<file path="src/rtl/lrs_pkg.sv">
package lrs_pkg;

  typedef enum logic [2:0] {
    ST_IDLE,
    ST_UP_SETTLE,
    ST_UP_RELOCK,
    ST_DN_RELOCK,
    ST_DN_SETTLE
  } lrs_state_e;

  // One level from cur toward tgt; unchanged when equal.
  function automatic int unsigned lrs_step_toward(int unsigned cur, int unsigned tgt);
    if (tgt > cur) return cur + 1;
    else if (tgt < cur) return cur - 1;
    else return cur;
  endfunction

  // Counter width able to hold the longer delay minus one.
  function automatic int lrs_cnt_width(int a, int b);
    int m;
    m = (a > b) ? a : b;
    return (m < 2) ? 1 : $clog2(m);
  endfunction

  function automatic int lrs_lvl_width(int n);
    return (n < 2) ? 1 : $clog2(n);
  endfunction

endpackage

</file>
<file path="src/rtl/lrs_step_planner.sv">
module lrs_step_planner #(
  parameter int NUM_LEVELS = 6,
  parameter int LVL_W      = 3
) (
  input  logic             idle,
  input  logic             req_valid,
  input  logic [LVL_W-1:0] req_level,
  input  logic [LVL_W-1:0] cur_level,
  output logic             accept,
  output logic             go_up,
  output logic [LVL_W-1:0] next_level
);
  import lrs_pkg::*;

  logic [31:0] cur_w;
  logic [31:0] req_w;
  logic        in_range;

  assign cur_w      = 32'(cur_level);
  assign req_w      = 32'(req_level);
  assign in_range   = req_w < 32'(NUM_LEVELS);
  assign accept     = idle && req_valid && in_range && (req_w != cur_w);
  assign go_up      = req_w > cur_w;
  assign next_level = LVL_W'(lrs_step_toward(cur_w, req_w));

endmodule

</file>
<file path="src/rtl/lrs_delay_timer.sv">
module lrs_delay_timer #(
  parameter int SETTLE_CYCLES = 100,
  parameter int RELOCK_CYCLES = 20,
  parameter int CNT_W         = 7
) (
  input  logic clk,
  input  logic rst_n,
  input  logic start,
  input  logic sel_settle,
  output logic done
);
  localparam logic [CNT_W-1:0] SETTLE_LAST = CNT_W'(SETTLE_CYCLES - 1);
  localparam logic [CNT_W-1:0] RELOCK_LAST = CNT_W'(RELOCK_CYCLES - 1);

  logic             running;
  logic [CNT_W-1:0] cnt;

  assign done = running && (cnt == '0);

  always_ff @(posedge clk) begin
    if (!rst_n) begin
      running <= 1'b0;
      cnt     <= '0;
    end else if (start) begin
      running <= 1'b1;
      cnt     <= sel_settle ? SETTLE_LAST : RELOCK_LAST;
    end else if (running) begin
      if (cnt == '0) running <= 1'b0;
      else           cnt     <= cnt - 1'b1;
    end
  end

endmodule

</file>
<file path="src/rtl/lrs_seq_fsm.sv">
module lrs_seq_fsm #(
  parameter int NUM_LEVELS = 6,
  parameter int LVL_W      = 3
) (
  input  logic             clk,
  input  logic             rst_n,
  input  logic             accept,
  input  logic             go_up,
  input  logic [LVL_W-1:0] next_level,
  input  logic             timer_done,
  output logic             timer_start,
  output logic             timer_sel_settle,
  output logic [LVL_W-1:0] volt_level,
  output logic [LVL_W-1:0] freq_level,
  output logic             link_en,
  output logic             busy,
  output logic             idle,
  output logic             volt_step,
  output logic             freq_step,
  output logic             freq_raise,
  output logic             volt_lower
);
  import lrs_pkg::*;

  localparam logic [LVL_W-1:0] TOP_LEVEL = LVL_W'(NUM_LEVELS - 1);

  lrs_state_e       state_q, state_d;
  logic [LVL_W-1:0] tgt_q, tgt_d;
  logic [LVL_W-1:0] volt_q, volt_d;
  logic [LVL_W-1:0] freq_q, freq_d;
  logic             link_q, link_d;

  always_comb begin
    state_d          = state_q;
    tgt_d            = tgt_q;
    volt_d           = volt_q;
    freq_d           = freq_q;
    link_d           = link_q;
    timer_start      = 1'b0;
    timer_sel_settle = 1'b0;
    volt_step        = 1'b0;
    freq_step        = 1'b0;
    unique case (state_q)
      ST_IDLE: begin
        if (accept) begin
          tgt_d       = next_level;
          timer_start = 1'b1;
          if (go_up) begin
            volt_d           = next_level;
            volt_step        = 1'b1;
            timer_sel_settle = 1'b1;
            state_d          = ST_UP_SETTLE;
          end else begin
            freq_d    = next_level;
            freq_step = 1'b1;
            link_d    = 1'b0;
            state_d   = ST_DN_RELOCK;
          end
        end
      end
      ST_UP_SETTLE: begin
        if (timer_done) begin
          freq_d      = tgt_q;
          freq_step   = 1'b1;
          link_d      = 1'b0;
          timer_start = 1'b1;
          state_d     = ST_UP_RELOCK;
        end
      end
      ST_UP_RELOCK: begin
        if (timer_done) begin
          link_d  = 1'b1;
          state_d = ST_IDLE;
        end
      end
      ST_DN_RELOCK: begin
        if (timer_done) begin
          link_d           = 1'b1;
          volt_d           = tgt_q;
          volt_step        = 1'b1;
          timer_start      = 1'b1;
          timer_sel_settle = 1'b1;
          state_d          = ST_DN_SETTLE;
        end
      end
      ST_DN_SETTLE: begin
        if (timer_done) state_d = ST_IDLE;
      end
      default: state_d = ST_IDLE;
    endcase
  end

  always_ff @(posedge clk) begin
    if (!rst_n) begin
      state_q <= ST_IDLE;
      tgt_q   <= TOP_LEVEL;
      volt_q  <= TOP_LEVEL;
      freq_q  <= TOP_LEVEL;
      link_q  <= 1'b1;
    end else begin
      state_q <= state_d;
      tgt_q   <= tgt_d;
      volt_q  <= volt_d;
      freq_q  <= freq_d;
      link_q  <= link_d;
    end
  end

  assign volt_level = volt_q;
  assign freq_level = freq_q;
  assign link_en    = link_q;
  assign idle       = (state_q == ST_IDLE);
  assign busy       = !idle;
  assign freq_raise = freq_step && (state_q == ST_UP_SETTLE);
  assign volt_lower = volt_step && (state_q == ST_DN_RELOCK);

endmodule

</file>
<file path="src/rtl/link_rate_sequencer.sv">
module link_rate_sequencer #(
  parameter int NUM_LEVELS    = 6,
  parameter int SETTLE_CYCLES = 100,
  parameter int RELOCK_CYCLES = 20,
  parameter int LVL_W         = lrs_pkg::lrs_lvl_width(NUM_LEVELS)
) (
  input  logic             clk,
  input  logic             rst_n,
  input  logic             req_valid,
  input  logic [LVL_W-1:0] req_level,
  output logic [LVL_W-1:0] volt_level,
  output logic [LVL_W-1:0] freq_level,
  output logic             link_en,
  output logic             busy
);
  localparam int CNT_W = lrs_pkg::lrs_cnt_width(SETTLE_CYCLES, RELOCK_CYCLES);

  logic             accept;
  logic             go_up;
  logic [LVL_W-1:0] next_level;
  logic             idle;
  logic             timer_start;
  logic             timer_sel_settle;
  logic             timer_done;
  logic             volt_step;
  logic             freq_step;
  logic             freq_raise;
  logic             volt_lower;

  lrs_step_planner #(
    .NUM_LEVELS(NUM_LEVELS),
    .LVL_W     (LVL_W)
  ) u_planner (
    .idle      (idle),
    .req_valid (req_valid),
    .req_level (req_level),
    .cur_level (volt_level),
    .accept    (accept),
    .go_up     (go_up),
    .next_level(next_level)
  );

  lrs_delay_timer #(
    .SETTLE_CYCLES(SETTLE_CYCLES),
    .RELOCK_CYCLES(RELOCK_CYCLES),
    .CNT_W        (CNT_W)
  ) u_timer (
    .clk       (clk),
    .rst_n     (rst_n),
    .start     (timer_start),
    .sel_settle(timer_sel_settle),
    .done      (timer_done)
  );

  lrs_seq_fsm #(
    .NUM_LEVELS(NUM_LEVELS),
    .LVL_W     (LVL_W)
  ) u_fsm (
    .clk             (clk),
    .rst_n           (rst_n),
    .accept          (accept),
    .go_up           (go_up),
    .next_level      (next_level),
    .timer_done      (timer_done),
    .timer_start     (timer_start),
    .timer_sel_settle(timer_sel_settle),
    .volt_level      (volt_level),
    .freq_level      (freq_level),
    .link_en         (link_en),
    .busy            (busy),
    .idle            (idle),
    .volt_step       (volt_step),
    .freq_step       (freq_step),
    .freq_raise      (freq_raise),
    .volt_lower      (volt_lower)
  );

endmodule

</file>
<file path="config.mk">
export PLATFORM = sky130hd
export DESIGN_NAME = link_rate_sequencer
export DESIGN_NICKNAME = d
export VERILOG_FILES = /design/src/rtl/lrs_pkg.sv /design/src/rtl/lrs_step_planner.sv /design/src/rtl/lrs_delay_timer.sv /design/src/rtl/lrs_seq_fsm.sv /design/src/rtl/link_rate_sequencer.sv
export SDC_FILE = /design/constraint.sdc
export NUM_CORES = 1
export LEC_CHECK = 0
export BUFFER_PORTS_ARGS = -buffer_cell sky130_fd_sc_hd__buf_2
export CORE_MARGIN = 3
export CORE_UTILIZATION = 35
export DETAILED_ROUTE_END_ITERATION = 10
export REMOVE_ABC_BUFFERS = 1
export SLEW_MARGIN = 20
export SYNTH_ARGS = -nofsm -noshare
export SYNTH_HDL_FRONTEND = slang
export SYNTH_SLANG_ARGS = --single-unit
</file>
<file path="constraint.sdc">
create_clock -name clk -period 4 [get_ports clk]
set_input_delay 0.2 -clock clk [delete_from_list [all_inputs] [get_ports clk]]
set_output_delay 0.2 -clock clk [all_outputs]
set_load 0.01 [all_outputs]
</file>
==> results.md, run 1 <==
* Setup TNS Final at 0 ns
* Finished Core Util at 42.6%
* Status: complete, no violations
* Part of the cycle the worst path needs at 58.0%
* Sw frac at 38.4%
* Fin Hold WS at 0.313 ns
* Die Ht at 68.1 um
* Ant. Diodes at 0
* Skew final at 0.00745 ns
* Num CTS Buffers at 3
* Critical Path AT at 2.45 ns
* Tightest Hold Check Type: in2reg
* CTS H-tree depth at 1
* NetSw at 272 uW
* Clock Sinks at 21
* Area growth syn-to-layout at 11.2%
* Rel. slew slack at 65.6%
* IO Pins at 14
* Max-cap viol count at 0
* DR WL/cell at 14.2 um
* Max FO, Critical Path at 16
* Internal power at 437 uW
* Share of cells above drive strength 1 at 18.0%
* GRT Overall Usage at 15.1%
* Post-Syn Instances at 154
* Post-DP Area at 1450 um2
* Least-Margin Pin Slew at 0.515 ns
* Layout fillers at 373
* Remaining DRCs at 0
* CTS Root Buffer Type: clkbuf_8
* Unrepaired setup endpoints after global routing: no
* Register area share after synthesis at 31.2%
* Final HPWL DP at 2250 um
* Worst setup SP type: flop
* Crit path required time at 4.13 ns
* CTS Hold Bufs at 0
* Synth unique cells at 51
* Syn Area/Cell at 8.75 um2
* Fin. max-slew vios at 0
* Critical path class: reg2reg
* FF+latch count, synth at 21
* Final ANT Viol Nets at 0
* Post-CTS sizing at 0
* Vias per inst at 5.68
* Crit end category: flop
* Sequential Power Share at 39.7%
* Reg clk slew, reported paths at 0.08 ns
* Final Hold Fails at 0
* Power per cell area at 473 nW/um2
* Comb pwr share at 39.9%
* Initial Util at 38.3%
* Die span in x at 68.1 um
* Setup Buffers After CTS at 0
* Min cycle time layout at 2.32 ns
* Final setup vio count at 0
* Global-route wire length before repair at 5330 um
* Die area at 4630 um2
* CTS tree: built
* Largest net degree at the start of global routing at 25
* Post-Route WL at 3040 um
* Bufs on Longest Clock Path at 2
* Clock power share at 20.3%
* Initial antenna violation count at 0
* Drt pass-1 iters at 4
* Global route total overflow at 0
* Fin area at 1500 um2
* Synth Cell Area at 1350 um2
* Port Buf Inserts at 13
* Number of core rows at 21
* Via count at 1,210
* Pleak at 0.000615 uW
* DRT iter0 DRCs at 78
* Ys async rst share at 0%
* Fin nets at 181
* GPL Wtd Cong at 0.811
* Synth Flop Type: dfxtp_1
* EDFF count, synth at 0
* Clk_lat worst skew at 0.27 ns
* Core Area at 3520 um2
* Maximum VDD drop at 0.189 mV
* Vias in the first global route at 1,112
* Synthesis warning total at 0
* Fmax at 0.431 GHz
[worst paths after layout]
path | cells past startpoint | from | slack, ns | endpoint
min reg2reg | 2 | u_fsm.link_en | 0.49 | u_fsm.link_en
max | 7 | u_fsm.volt_level[2] | 1.68 | u_fsm.freq_level[2]
max reg2reg | 7 | u_fsm.volt_level[2] | 1.68 | u_fsm.freq_level[2]
min | 2 | rst_n | 0.31 | u_fsm.link_en
[sequential cells by signal, summed over array words and instances (netlist names)]
| signal | count |
|---|---|
| u_timer.cnt | 7 |
| u_fsm.state_q | 3 |
| u_fsm.volt_level | 3 |
| u_fsm.freq_level | 3 |
| u_timer.running | 1 |
| u_fsm.link_en | 1 |
| u_fsm.tgt_q | 3 |
[stage by stage]
stage	std cells	power, uW	setup slack (ns)
after floorplan	150	501	2.01
after global placement	209	562	1.79
after detailed placement	209	568	1.73
after CTS	213	714	1.71
after global routing	213	765	1.50
final	213	710	1.68
[power by group through the flow]
| stage | Sequential [uW] | Clock (uW) | Combinational, uW |
|---|---|---|---|
| final | 282 | 144 | 283 |
| after global routing | 289 | 158 | 318 |
| after CTS | 281 | 149 | 284 |
| after detailed placement | 286 | 0 | 282 |
| after global placement | 285 | 0 | 277 |
| after floorplan | 281 | 0 | 220 |
[per-layer routing]
metal	wire (um)	vias to the layer above	global-route usage (%)	part of all wire, %
met5	0	-	0	0
met4	60	0	6.20	2.0
met3	119	6	3.61	3.9
met2	1410	30	22.5	46
met1	1450	574	20.7	48
li1	-	600	-	-
[synth_stat cells, types with 2 or more instances]
cell type	n	area, um2
a31oi_1	3	18.8
nand2_1	11	41.3
nand2b_1	5	31.3
buf_2	2	10.0
and2_1	5	31.3
o21a_1	4	30.0
nand3b_1	3	22.5
xnor2_1	5	43.8
o21ai_0	9	45.0
a41oi_1	2	17.5
inv_1	10	37.5
o211ai_1	5	37.5
nand3_1	4	20.0
nor3_1	2	10.0
o211a_1	2	20.0
and3_1	4	25.0
nor2_1	7	26.3
a211oi_1	2	15.0
mux2i_1	3	30.0
dfxtp_1	21	420
a21oi_1	5	25.0
o22ai_1	2	12.5
nor3b_1	3	22.5
clkbuf_1	2	7.51
ha_1	7	87.6
[critical path, stage by stage, from the launching register on]
cell,delay [ns]
dfxtp_1,0.36
inv_1,0.11
ha_1,0.34
nand3_1,0.19
nand4_2,0.45
o22ai_4,0.45
mux2i_1,0.22
a41oi_1,0.06
[area by class of cell]
class | instances | area, um2 | share of cell area, %
Clock buffer | 3 | 41.3 | 2.75
Timing Repair Buffer | 13 | 65.1 | 4.34
Tap cell | 46 | 57.6 | 3.84
Multi-Input combinational cell | 119 | 872 | 58.2
Clock inverter | 1 | 5.00 | 0.334
Inverter | 10 | 37.5 | 2.50
Sequential cell | 21 | 420 | 28.0
[kinds of logic (layout without fill, tap and decap cells)]
| kind of cell | after synthesis | in the layout | synth area share [%] |
|---|---|---|---|
| AOI/OAI and AO/OA | 49 | 49 | 28.0 |
| DFF | 21 | 21 | 31.2 |
| muxes | 3 | 3 | 2.23 |
| adders and majority gates | 7 | 7 | 6.50 |
| xor gates and xnor gates | 5 | 5 | 3.25 |
| buffers and inverters | 14 | 27 | 4.09 |
| and+or+nand+nor | 55 | 55 | 24.7 |
[layout by cell type, fill, tap and decap left out, drive strengths merged, types with 4 or more instances in the layout]
master | Yosys | layout
nand2 | 12 | 12
and3 | 4 | 4
nand2b | 5 | 5
buf | 2 | 13
xnor2 | 5 | 5
o211ai | 5 | 5
nor2 | 7 | 7
ha | 7 | 7
inv | 10 | 10
and2 | 5 | 5
nand3 | 5 | 5
dfxtp | 21 | 21
o21a | 4 | 4
o21ai | 11 | 11
a21oi | 5 | 5
Note: power is estimated with default switching activity, not from simulation.
==> inputs of run 2 (changes only) <==
--- a/config.mk
+++ b/config.mk
@@ -5,6 +5,7 @@
 export SDC_FILE = /design/constraint.sdc
 export NUM_CORES = 1
 export LEC_CHECK = 0
+export ABC_AREA = 1
 export BUFFER_PORTS_ARGS = -buffer_cell sky130_fd_sc_hd__buf_2
 export CORE_MARGIN = 3
 export CORE_UTILIZATION = 35
==> constraint.sdc (replaced) <==
create_clock -name clk -period 2.39 [get_ports clk]
set_input_delay 0.1195 -clock clk [delete_from_list [all_inputs] [get_ports clk]]
set_output_delay 0.1195 -clock clk [all_outputs]
set_load 0.01 [all_outputs]
==> run 2 against run 1 <==
  * Via count rose by 7.8%
  * Clock-buffer cell count did not move
  * Clock skew fell by 0.0046 ns
  * Clock power rose by 71%
  * Worst setup slack got worse by 1.2 ns
  * Total power rose to 2.8 times the previous value
  * Routed wire length fell by 1.2%
  * Sequential share of layout area fell by 1.7 points
  * Die area rose by 5.5%
  * Hold slack got worse by 0.14 ns
  * Combinational power rose to 4.1 times the previous value
  * Critical path type unchanged
  * Largest cell class unchanged
==> results.md, run 2 <==
* CTS Hold Bufs at 0
* Worst Setup SP: u_fsm.volt_level[2]
* Highest-count cells in the layout ignoring fill and taps: nand2_1, inv_1, dfxtp_1
* Critical R2R Launch: u_fsm.volt_level[2]
* Synth Cell Area at 1430 um2
* DRT iter0 DRCs at 52
* Top post-synthesis cells by area: dfxtp_1, nand2_1, inv_1, nand3_1, ha_1
* Final worst slack at 0.501 ns
* Unrepaired setup endpoints after global routing: no
* Max FO, Critical Path at 7
* Global-route wire length before repair at 5200 um
* Setup Buffers After CTS at 0
* Register area share after synthesis at 29.4%
* Number of core rows at 22
* Die area at 4890 um2
* CTS Root Buffer Type: clkbuf_8
* Fin nets at 233
* Vias per inst at 4.88
* FF+latch count, synth at 21
* DR WL/cell at 11.2 um
* Ys async rst share at 0%
* Global route total overflow at 0
* Synthesis warning total at 0
* Status: complete, no violations
* Share of cells above drive strength 1 at 19.6%
* Least-Margin Pin Slew at 0.456 ns
* Part of the cycle the worst path needs at 79.0%
* Critical path class: reg2reg
* IO Pins at 14
* Clk_lat worst skew at 0.27 ns
* Crit end category: flop
* Setup TNS Final at 0 ns
* Num CTS Buffers at 3
* Synth unique cells at 29
* Final HPWL DP at 2340 um
* GRT Overall Usage at 12.9%
* Largest net degree at the start of global routing at 15
* Max-cap viol count at 0
* Power per cell area at 1240 nW/um2
* Initial antenna violation count at 0
* Cell with the most instances after synthesis: nand2_1
* Drt pass-1 iters at 4
* Remaining DRCs at 0
* Final Hold Fails at 0
* Crit path required time at 2.56 ns
* Fin cells at 267
* Multi-input gate area at 877 um2
* HP Start: rst_n
* Post-Route WL at 3000 um
* Commonest non-fill, non-tap cell in the layout: nand2_1
* Vias in the first global route at 1,166
* Commonest cells in the netlist: nand2_1, inv_1, dfxtp_1
* Min cycle time layout at 1.89 ns
* Post-Syn Instances at 203
* Number of flip-flops under the largest register name at 7
* Area growth syn-to-layout at 11.6%
* Die Ht at 69.9 um
* Port Buf Inserts at 13
* Fin. max-slew vios at 0
* Cell count after placement at 263
* EDFF count, synth at 0
* Ant. Diodes at 0
* Post-CTS sizing at 0
* Placement Setup Slack at 0.508 ns
* Largest area contributor in the netlist: dfxtp_1
* Worst setup SP type: flop
* GPL Wtd Cong at 0.916
* Tightest Hold Check Type: in2reg
* Layout fillers at 419
* Core Area at 3800 um2
* CTS tree: built
* Fmax at 0.529 GHz
* Synth top area share at 29.4%
* Critical Path AT at 2.06 ns
* Final ANT Viol Nets at 0
* Rel. slew slack at 69.4%
* Clock Sinks at 21
* Pleak at 0.000778 uW
* Area occupied by registers at 420 um2
* Final setup vio count at 0
* Synth Flop Type: dfxtp_1
* Maximum VDD drop at 0.386 mV
* CTS H-tree depth at 1
* Bufs on Longest Clock Path at 2
* Via count at 1,304
* Reg clk slew, reported paths at 0.08 ns
* Syn Area/Cell at 7.04 um2
* Die span in x at 69.9 um
* Initial Util at 37.6%
* Most flop-heavy register: u_timer.cnt
* Skew final at 0.00288 ns
run 2: cell count changes after synthesis, moves of 4 or more:
cell      change
a21oi_1       +7
nor2_1        +9
nand2_2       +4
nand2b_1      -5
nand2_4       +4
xnor2_1       -5
nand3_1      +15
nand2_1      +30
o211ai_1      -4
inv_1        +19
and2_1        -5
and3_1        -4
o21ai_0       +5
run 2: cell families (layout without fill, tap and decap cells):
group                    count (synthesis)  in the layout  share of synthesized area [%]
AND/OR/NAND/NOR                        103            103                           39.2
AO/OA/AOI/OAI                           35             35                           14.2
buffers and inverters                   34             50                           9.19
flip-flops                              21             21                           29.4
adder cells (fa/ha/maj)                  7              7                           6.13
XOR/XNOR                                 3              3                           1.84
run 2: stage by stage:
| stage | hold slack, ns | util [%] | cell area [um2] | total power [uW] |
|---|---|---|---|---|
| after detailed placement | 0.441 | 40.8 | 1550 | 1740 |
| final | 0.174 | 42.0 | 1600 | 1970 |
| after global routing | 0.188 | 42.0 | 1600 | 2180 |
| after global placement | 0.432 | 40.8 | 1550 | 1750 |
| after CTS | 0.172 | 42.0 | 1600 | 1990 |
| after floorplan | 0.204 | - | 1420 | 1510 |
run 2: layout make-up:
type                       instances  share of cell area, %
multi-input combinational        148                   55.0
sequential                        21                   26.4
inverter                          33                   7.92
timing repair buffer              13                   4.08
tap                               48                   3.76
clock buffer                       3                   2.59
clock inverter                     1                  0.314
run 2: worst max-delay path, stage by stage, from the launching register on:
cell,delay (ns)
dfxtp_1,0.41
inv_1,0.10
ha_1,0.33
nand3_2,0.14
nand2_2,0.09
nor2_4,0.19
nand2_1,0.13
nand2_4,0.12
inv_4,0.05
nand2_4,0.07
inv_2,0.04
nand3_1,0.06
nand2_1,0.05
run 2: power by group:
group | internal, uW | switching [uW]
clock network | 117 | 129
registers | 467 | 113
logic | 423 | 725
total | 1010 | 968
run 2: path summary, 6_finish.rpt:
| kind | to | slack, ns | cells past startpoint |
|---|---|---|---|
| min reg2reg | u_fsm.link_en | 0.45 | 2 |
| max | u_fsm.freq_level[2] | 0.50 | 12 |
| min | u_fsm.freq_level[0] | 0.17 | 2 |
| max reg2reg | u_fsm.freq_level[2] | 0.50 | 12 |
run 2: per-layer routing:
layer / global-route usage (%) / up-vias / routed length [um]
met5: 0 / - / 0
met4: 4.47 / 0 / 46
met3: 2.59 / 5 / 95
met2: 19.8 / 18 / 1350
met1: 17.8 / 587 / 1510
li1: - / 694 / -
